$ cat src/rtl/flash_guard_pkg.sv
package flash_guard_pkg;

    localparam int CAUSE_W = 3;
    localparam int N_CAUSE = 5;
    localparam int N_PATH  = 3;

    typedef enum logic [CAUSE_W-1:0] {
        FG_NONE     = 3'd0,
        FG_WR_RANGE = 3'd1,
        FG_RD_RANGE = 3'd2,
        FG_FE_RANGE = 3'd3,
        FG_SECURE   = 3'd4,
        FG_VMON_OFF = 3'd5
    } fg_cause_e;

    typedef struct packed {
        logic      err;
        fg_cause_e cause;
    } fg_state_t;

endpackage

$ cat src/rtl/fg_range_cmp.sv
module fg_range_cmp #(
    parameter int ADDR_W = 16
) (
    input  logic              stb,
    input  logic [ADDR_W-1:0] addr,
    input  logic [ADDR_W-1:0] lock,
    output logic              hit
);
    // strictly above the lock byte is outside user space
    always_comb begin
        hit = stb && (addr > lock);
    end
endmodule

$ cat src/rtl/fg_cause_sel.sv
module fg_cause_sel
    import flash_guard_pkg::*;
#(
    parameter int N = N_CAUSE
) (
    input  logic [N-1:0]       flags,
    output logic               any,
    output logic [CAUSE_W-1:0] code
);
    // flag index i reports code i+1; lowest index wins
    always_comb begin
        any  = |flags;
        code = '0;
        for (int i = N - 1; i >= 0; i--) begin
            if (flags[i]) begin
                code = CAUSE_W'(i + 1);
            end
        end
    end
endmodule

$ cat src/rtl/flash_guard.sv
module flash_guard
    import flash_guard_pkg::*;
#(
    parameter int ADDR_W = 16
) (
    input  logic              clk,
    input  logic              rst_n,
    input  logic [ADDR_W-1:0] lock_addr,
    input  logic              prog_wen,
    input  logic              vmon_en,
    input  logic              sec_block,
    input  logic              wr_stb,
    input  logic [ADDR_W-1:0] wr_addr,
    input  logic              rd_stb,
    input  logic [ADDR_W-1:0] rd_addr,
    input  logic              fetch_stb,
    input  logic [ADDR_W-1:0] fetch_addr,
    output logic              err_pulse,
    output logic [2:0]        err_cause
);
    localparam int PATH_WR = 0;
    localparam int PATH_RD = 1;
    localparam int PATH_FE = 2;

    // a data write only reaches flash with the write-enable flag set
    logic flash_wr;
    assign flash_wr = wr_stb && prog_wen;

    logic [N_PATH-1:0] path_stb;
    logic [ADDR_W-1:0] path_addr [N_PATH];
    logic [N_PATH-1:0] path_hit;

    assign path_stb[PATH_WR]  = flash_wr;
    assign path_stb[PATH_RD]  = rd_stb;
    assign path_stb[PATH_FE]  = fetch_stb;
    assign path_addr[PATH_WR] = wr_addr;
    assign path_addr[PATH_RD] = rd_addr;
    assign path_addr[PATH_FE] = fetch_addr;

    for (genvar g = 0; g < N_PATH; g++) begin : g_path
        fg_range_cmp #(.ADDR_W(ADDR_W)) u_cmp (
            .stb  (path_stb[g]),
            .addr (path_addr[g]),
            .lock (lock_addr),
            .hit  (path_hit[g])
        );
    end

    // flag order sets the priority: index 0 is the lowest code
    logic [N_CAUSE-1:0] flags;
    always_comb begin
        flags[0] = path_hit[PATH_WR];
        flags[1] = path_hit[PATH_RD];
        flags[2] = path_hit[PATH_FE];
        flags[3] = sec_block && (flash_wr || rd_stb);
        flags[4] = flash_wr && !vmon_en;
    end

    logic               sel_any;
    logic [CAUSE_W-1:0] sel_code;

    fg_cause_sel #(.N(N_CAUSE)) u_sel (
        .flags (flags),
        .any   (sel_any),
        .code  (sel_code)
    );

    fg_state_t st_d, st_q;

    always_comb begin
        st_d       = '0;
        st_d.err   = sel_any;
        st_d.cause = sel_any ? fg_cause_e'(sel_code) : FG_NONE;
    end

    always_ff @(posedge clk) begin
        if (!rst_n) begin
            st_q <= '0;
        end else begin
            st_q <= st_d;
        end
    end

    assign err_pulse = st_q.err;
    assign err_cause = st_q.cause;

endmodule

$ cat config.mk
export PLATFORM = sky130hd
export DESIGN_NAME = flash_guard
export DESIGN_NICKNAME = d
export VERILOG_FILES = /design/src/rtl/flash_guard_pkg.sv /design/src/rtl/fg_range_cmp.sv /design/src/rtl/fg_cause_sel.sv /design/src/rtl/flash_guard.sv
export SDC_FILE = /design/constraint.sdc
export NUM_CORES = 1
export LEC_CHECK = 0
export CELL_PAD_IN_SITES_DETAIL_PLACEMENT = 0
export CELL_PAD_IN_SITES_GLOBAL_PLACEMENT = 1
export CORE_ASPECT_RATIO = 0.6
export CORE_UTILIZATION = 25
export CTS_CLUSTER_SIZE = 14
export DETAILED_ROUTE_END_ITERATION = 6
export PLACE_DENSITY_LB_ADDON = 0.1
export SLEW_MARGIN = 15
export SYNTH_ARGS = -nofsm -noshare
export SYNTH_HDL_FRONTEND = slang
export SYNTH_SLANG_ARGS = --single-unit
$ cat constraint.sdc
create_clock -name clk -period 3.41 [get_ports clk]
set_input_delay 1.023 -clock clk [delete_from_list [all_inputs] [get_ports clk]]
set_output_delay 1.023 -clock clk [all_outputs]
set_load 0.02 [all_outputs]
# == Yosys cells after proc, flatten, opt, wreduce, memory -nomap -nowiden ==
# Index checks and enable logic that the tools add are counted.
# totals
wordCells,26
out_inout_bits,4
ff_bits,4
input_bits,72
# classes
reduce_logical,12
muxes,5
n_bitwise,2
n_lt_le_gt_ge,3
# op_table
cell,n
$gt A16 B16 Y1,3
$reduce_or A5 Y1,2
$logic_and A1 B1 Y1,6
$mux W3,2
$mux W2,2
$reduce_or A3 Y1,1
$not A1 Y1,2
$reduce_and A2 Y1,1
$logic_not A1 Y1,1
$logic_or A1 B1 Y1,1
$mux W1,1

# == Logic depth before layout (Yosys ltp) ==
# Gate-level depths: netlist of the first run.
# logic_depth
depth_word,7
ltp_mapped,8
depth_no_buf,8

# == Modules after synthesis ==
# From an unflattened synthesis of the first run, not the netlist that was laid out.
# hier_totals
hier_cells,187
area_unflattened_um2,1370.1
# by_module_without_submodules
mod,instances,cells_each,seq_area_each_um2,area_each_um2
fg_range_cmp,3,56,0.0,399.1
flash_guard,1,11,80.1,127.6
fg_cause_sel,1,8,0.0,45.0

# == Least setup slack after synthesis of the first run ==
# No wires, ideal clock.
# synth_timing
path_kind,input -> register
startpoint,input port lock_addr[14]
endpoint,register st_q (netlist bit err_cause[2])
setup_slack_ns,0.786
setup_ns,0.061
path_stages,8
arrival_ns,2.563
n_path_buf,0
required_time_ns,3.349
path_cell_list,inv_1 > ha_1 > a21oi_2 > nand2_1 > a221o_1 > o311a_1 > nor2_2 > and4_1
# synth_between
elab_chain_len,5
elab_cells_between_ends,9
classes_between,3 x order compare; 1 x bitwise; 5 x reduce/logical
# synth_lines
element,line,text
start: declaration,flash_guard.sv:8,"input logic [ADDR_W-1:0] lock_addr,"
$gt A16 B16 Y1,fg_range_cmp.sv:11,hit = stb && (addr > lock);
$logic_and A1 B1 Y1,fg_range_cmp.sv:11,
$reduce_or A5 Y1,fg_cause_sel.sv:12,any = |flags;
$not A1 Y1 (no source line),n/a,
$reduce_or A5 Y1 (no source line) (*),n/a,
end signal: assignment,flash_guard.sv:80,st_q <= st_d;
end: declaration,flash_guard.sv:68,"fg_state_t st_d, st_q;"
# Mark *: on every way between the ends. The rest lies on a longest branch, timed or not.
# A chain may end at the register's enable or synchronous reset.

# == Worst setup path after layout of the first run ==
# layout_timing
startpoint,input port lock_addr[10]
endpoint,register st_q (netlist bit err_cause[2])
# The elaborated chain is that of the path after synthesis.

==> results of run 1 <==
==> state kept, by name, indices dropped and copies added, names as in the netlist <==
name	flops
err_pulse	1
err_cause	3
==> placed cells by master, fill, tap and decap left out <==
cell type and count:
o311a_1 1, nand4_1 10, nand3_1 5, a21oi_2 1, o41ai_1 1, dfxtp_1 4
nor2b_1 2, a41oi_1 1, nand2_1 12, o221ai_1 1, a21oi_1 21, inv_1 22
o21bai_1 1, a221oi_1 1, o21ai_0 5, o211ai_1 2, nor2_2 1, ha_1 48
a21o_1 1, a2111o_1 1, nor3b_1 1, a221o_1 1, or4_1 2, nor2_1 3
clkdlybuf4s50_1 75, clkbuf_8 3, a2111oi_0 1, and4_1 2, a31oi_2 1, o21a_1 2
a2bb2oi_1 1, nor3_1 2
==> kinds of logic after synthesis <==
group,count (synthesis)
fa+ha+maj,48
compound gates,43
simple gates,40
buf+inv,22
flops,4
==> synth_stat cells (all sizes together) <==
cell / instances / area share [%]
nor3b: 1 / 0.60
o21bai: 1 / 0.60
o21ai: 5 / 2.0
nand4: 10 / 5.0
nor2: 4 / 1.4
nor2b: 2 / 1.0
and4: 2 / 1.4
inv: 22 / 6.6
o221ai: 1 / 0.70
o311a: 1 / 0.80
nor3: 2 / 0.80
a41oi: 1 / 0.70
nand2: 12 / 3.6
a2111oi: 1 / 0.70
or4: 2 / 1.2
o41ai: 1 / 0.70
o211ai: 2 / 1.2
a21oi: 22 / 9.1
ha: 48 / 48
a21o: 1 / 0.60
nand3: 5 / 2.0
a221o: 1 / 0.80
a2111o: 1 / 0.90
o21a: 2 / 1.2
a2bb2oi: 1 / 0.70
dfxtp: 4 / 6.4
a31oi: 1 / 1.0
a221oi: 1 / 0.70
==> power by group <==
part / leakage, nW / internal [mW] / switching (mW)
Sequential: 0.0331 / 0.0513 / 0.00107
Combinational: 0.920 / 0.137 / 0.101
Clock: 0.0216 / 0.0753 / 0.0249
==> through the flow <==
stage	instance area (µm²)	setup slack (ns)	instances	util, %	total power, mW
global route	2130	0.216	298	45.2	0.426
global placement	2090	0.151	295	44.3	0.284
finish	2130	0.350	298	45.2	0.391
CTS	2130	0.341	298	45.2	0.394
floorplan	1260	0.786	157	-	0.166
detailed placement	2090	0.133	295	44.3	0.292
==> final cells by class <==
| cell class | instances | share of cell area (%) |
|---|---|---|
| inverter | 22 | 3.88 |
| multi-input combinational | 131 | 51.4 |
| sequential | 4 | 3.76 |
| timing repair buffer | 75 | 35.3 |
| clock buffer | 3 | 1.94 |
| tap | 63 | 3.71 |
==> worst max path at each step <==
stage | depth (start not counted) | to | slack (ns) | startpoint
after floorplan | 8 | err_cause[2] | 0.79 | lock_addr[14]
after global placement | 8 | err_cause[2] | 0.15 | lock_addr[10]
after detailed placement | 8 | err_cause[2] | 0.13 | lock_addr[10]
after CTS | 8 | err_cause[2] | 0.34 | lock_addr[10]
after global routing | 8 | err_cause[2] | 0.22 | lock_addr[10]
final | 8 | err_cause[2] | 0.35 | lock_addr[10]
==> per-layer routing <==
layer	up-vias	GRT usage (%)
met5	-	0
met4	0	2.20
met3	2	2.30
met2	48	24.9
met1	617	21.5
li1	760	-
==> worst min-delay path: cells and delay by family <==
family          cells  cell delay, ns
buf+inv             2            0.51
compound gates      1            0.04
==> impl_results.md, run 1 <==
- Die footprint: 0.00532 mm²
- Final period util: roughly nine tenths
- Register area: roughly 80 µm²
- Layout cells sized above 1: 2.55%
- CP Buf/Inv Count: 2
- Critical Path RT: about 3.5 ns
- Met3 WL: ~270 µm
- Status: finished clean
- Core area: ~0.0047 mm²
- Highest layer used for signal routing: met4
- VDD IR-drop max: around 0.00013 V
- Worst Path Arrival: ~3.2 ns
- # IOs: 76
- Min Hold Slack: 1.41 ns
- Tmin final: 3.06 ns
- Via count: roughly 1.4k
- Slowest-stage cell, CP: or4_1
- P_leak: 0.975 nW
- Multi-input gate area: 0.00109 mm²
- Starting Density: between 20% and 30%
- Die W: 93.5 µm
- Worst path cell trace: clkdlybuf4s50_1 > inv_1 > ha_1 > nand4_1 > or4_1 > o221ai_1 > nand2_1 > and4_1
- Largest family of logic cells by synthesized area: adder cells
- Clock root buffer: clkbuf_8
- Worst-path fanout max: 4
- Antenna-violating nets left: 0
- Clock buffer depth: 2
- Met1 wire length: 2.06 mm
- Worst path top cell family by delay: simple AND/OR/NAND/NOR gates
- Total Neg Setup Slack: 0 ns
- Synth Register Bits: 4
- First-pass GRT wire length: 6.31 mm
- Count of final hold-check violations: 0
- CTS Hold Bufs: 0
- Die Ht: roughly 57 µm
- DR vias/cell: approximately 4.8
- CTS resizes: 0
- Maximum clock rate: around 330 MHz
- Syn_nets: roughly 280
- Yosys cell types: 30
- Layout area overhead: 69.3%
- Routability cong.: a little under 0.8
- Total CTS buffers: 3
- Worst-path clk slew: roughly 0.030 ns
- Pwr dens: 184 mW/mm²
- CTS tree: built
- Met2 routed WL: 1.69 mm
- GRT Resource Usage Total: about 15%
- RSZ-0062 raised after global routing: no
- Antenna diodes: 0
- Min-delay src: rst_n
- 1st-iter DRT viols: 26
- Post-Synth Adder-Cell Area: between 40% and 50%
- H-tree levels: 1
- Residual DRC count: 0
- Area fraction in compound gates after synthesis: about 22%
- Initial DRT Pass Iterations: 4
- Cell Area, Synth: roughly 0.0013 mm²
- Grt ovf: 0
- Hold path cells: 3
- Measured slew at the worst slew-check pin: ~0.35 ns
- Initial antenna violation count: 0
- Rows: 19
- Register area share after synthesis: 6.37%
- Post-DR wirelength/cell: between 10 and 15 µm
- Syn Inst Count: 157
- Port bufs: 75
- Largest net degree at the start of global routing: 5
- Largest stage delay on the critical path: approximately 0.54 ns
- Simple-gate share of the synthesized area: approximately 17%
- Slew Limit Fails: 0
- Vias in the first global route: ~1.4k
- Setup violations, final: 0
- Max Cap Violations: 0
- Sink Count: 4
- Setup crit end kind: flop
- Postcts setup bufs: 0
- WHS Endpoint: err_cause[0]
- Net count, final: 357
- Synthesis warning total: 0
- Setup Crit Path Kind: primary input to flop
- Normalized max-slew margin: approximately 76%
- Synth Area in XOR/XNOR: 0%
- Layout fillers: 470
- Mux share of post-synthesis cell area: 0%
- Setup crit start kind: primary input
- Average cell area after synthesis: around 8.0 µm²
- Total wire length: around 4 mm
- Detailed placement HPWL: between 3 and 4 mm
- Hold WC Path Type: primary input to flop
(Power assumes the default switching activity.)
==> run 2: changes to the inputs <==
--- a/config.mk
+++ b/config.mk
@@ -12,7 +12,7 @@
 export CTS_CLUSTER_SIZE = 14
 export DETAILED_ROUTE_END_ITERATION = 6
 export PLACE_DENSITY_LB_ADDON = 0.1
-export SLEW_MARGIN = 15
+export SLEW_MARGIN = 10
 export SYNTH_ARGS = -nofsm -noshare
 export SYNTH_HDL_FRONTEND = slang
 export SYNTH_SLANG_ARGS = --single-unit
==> results of run 2 <==
No change in the layout: final DEF, timing and power equal those of run 1.
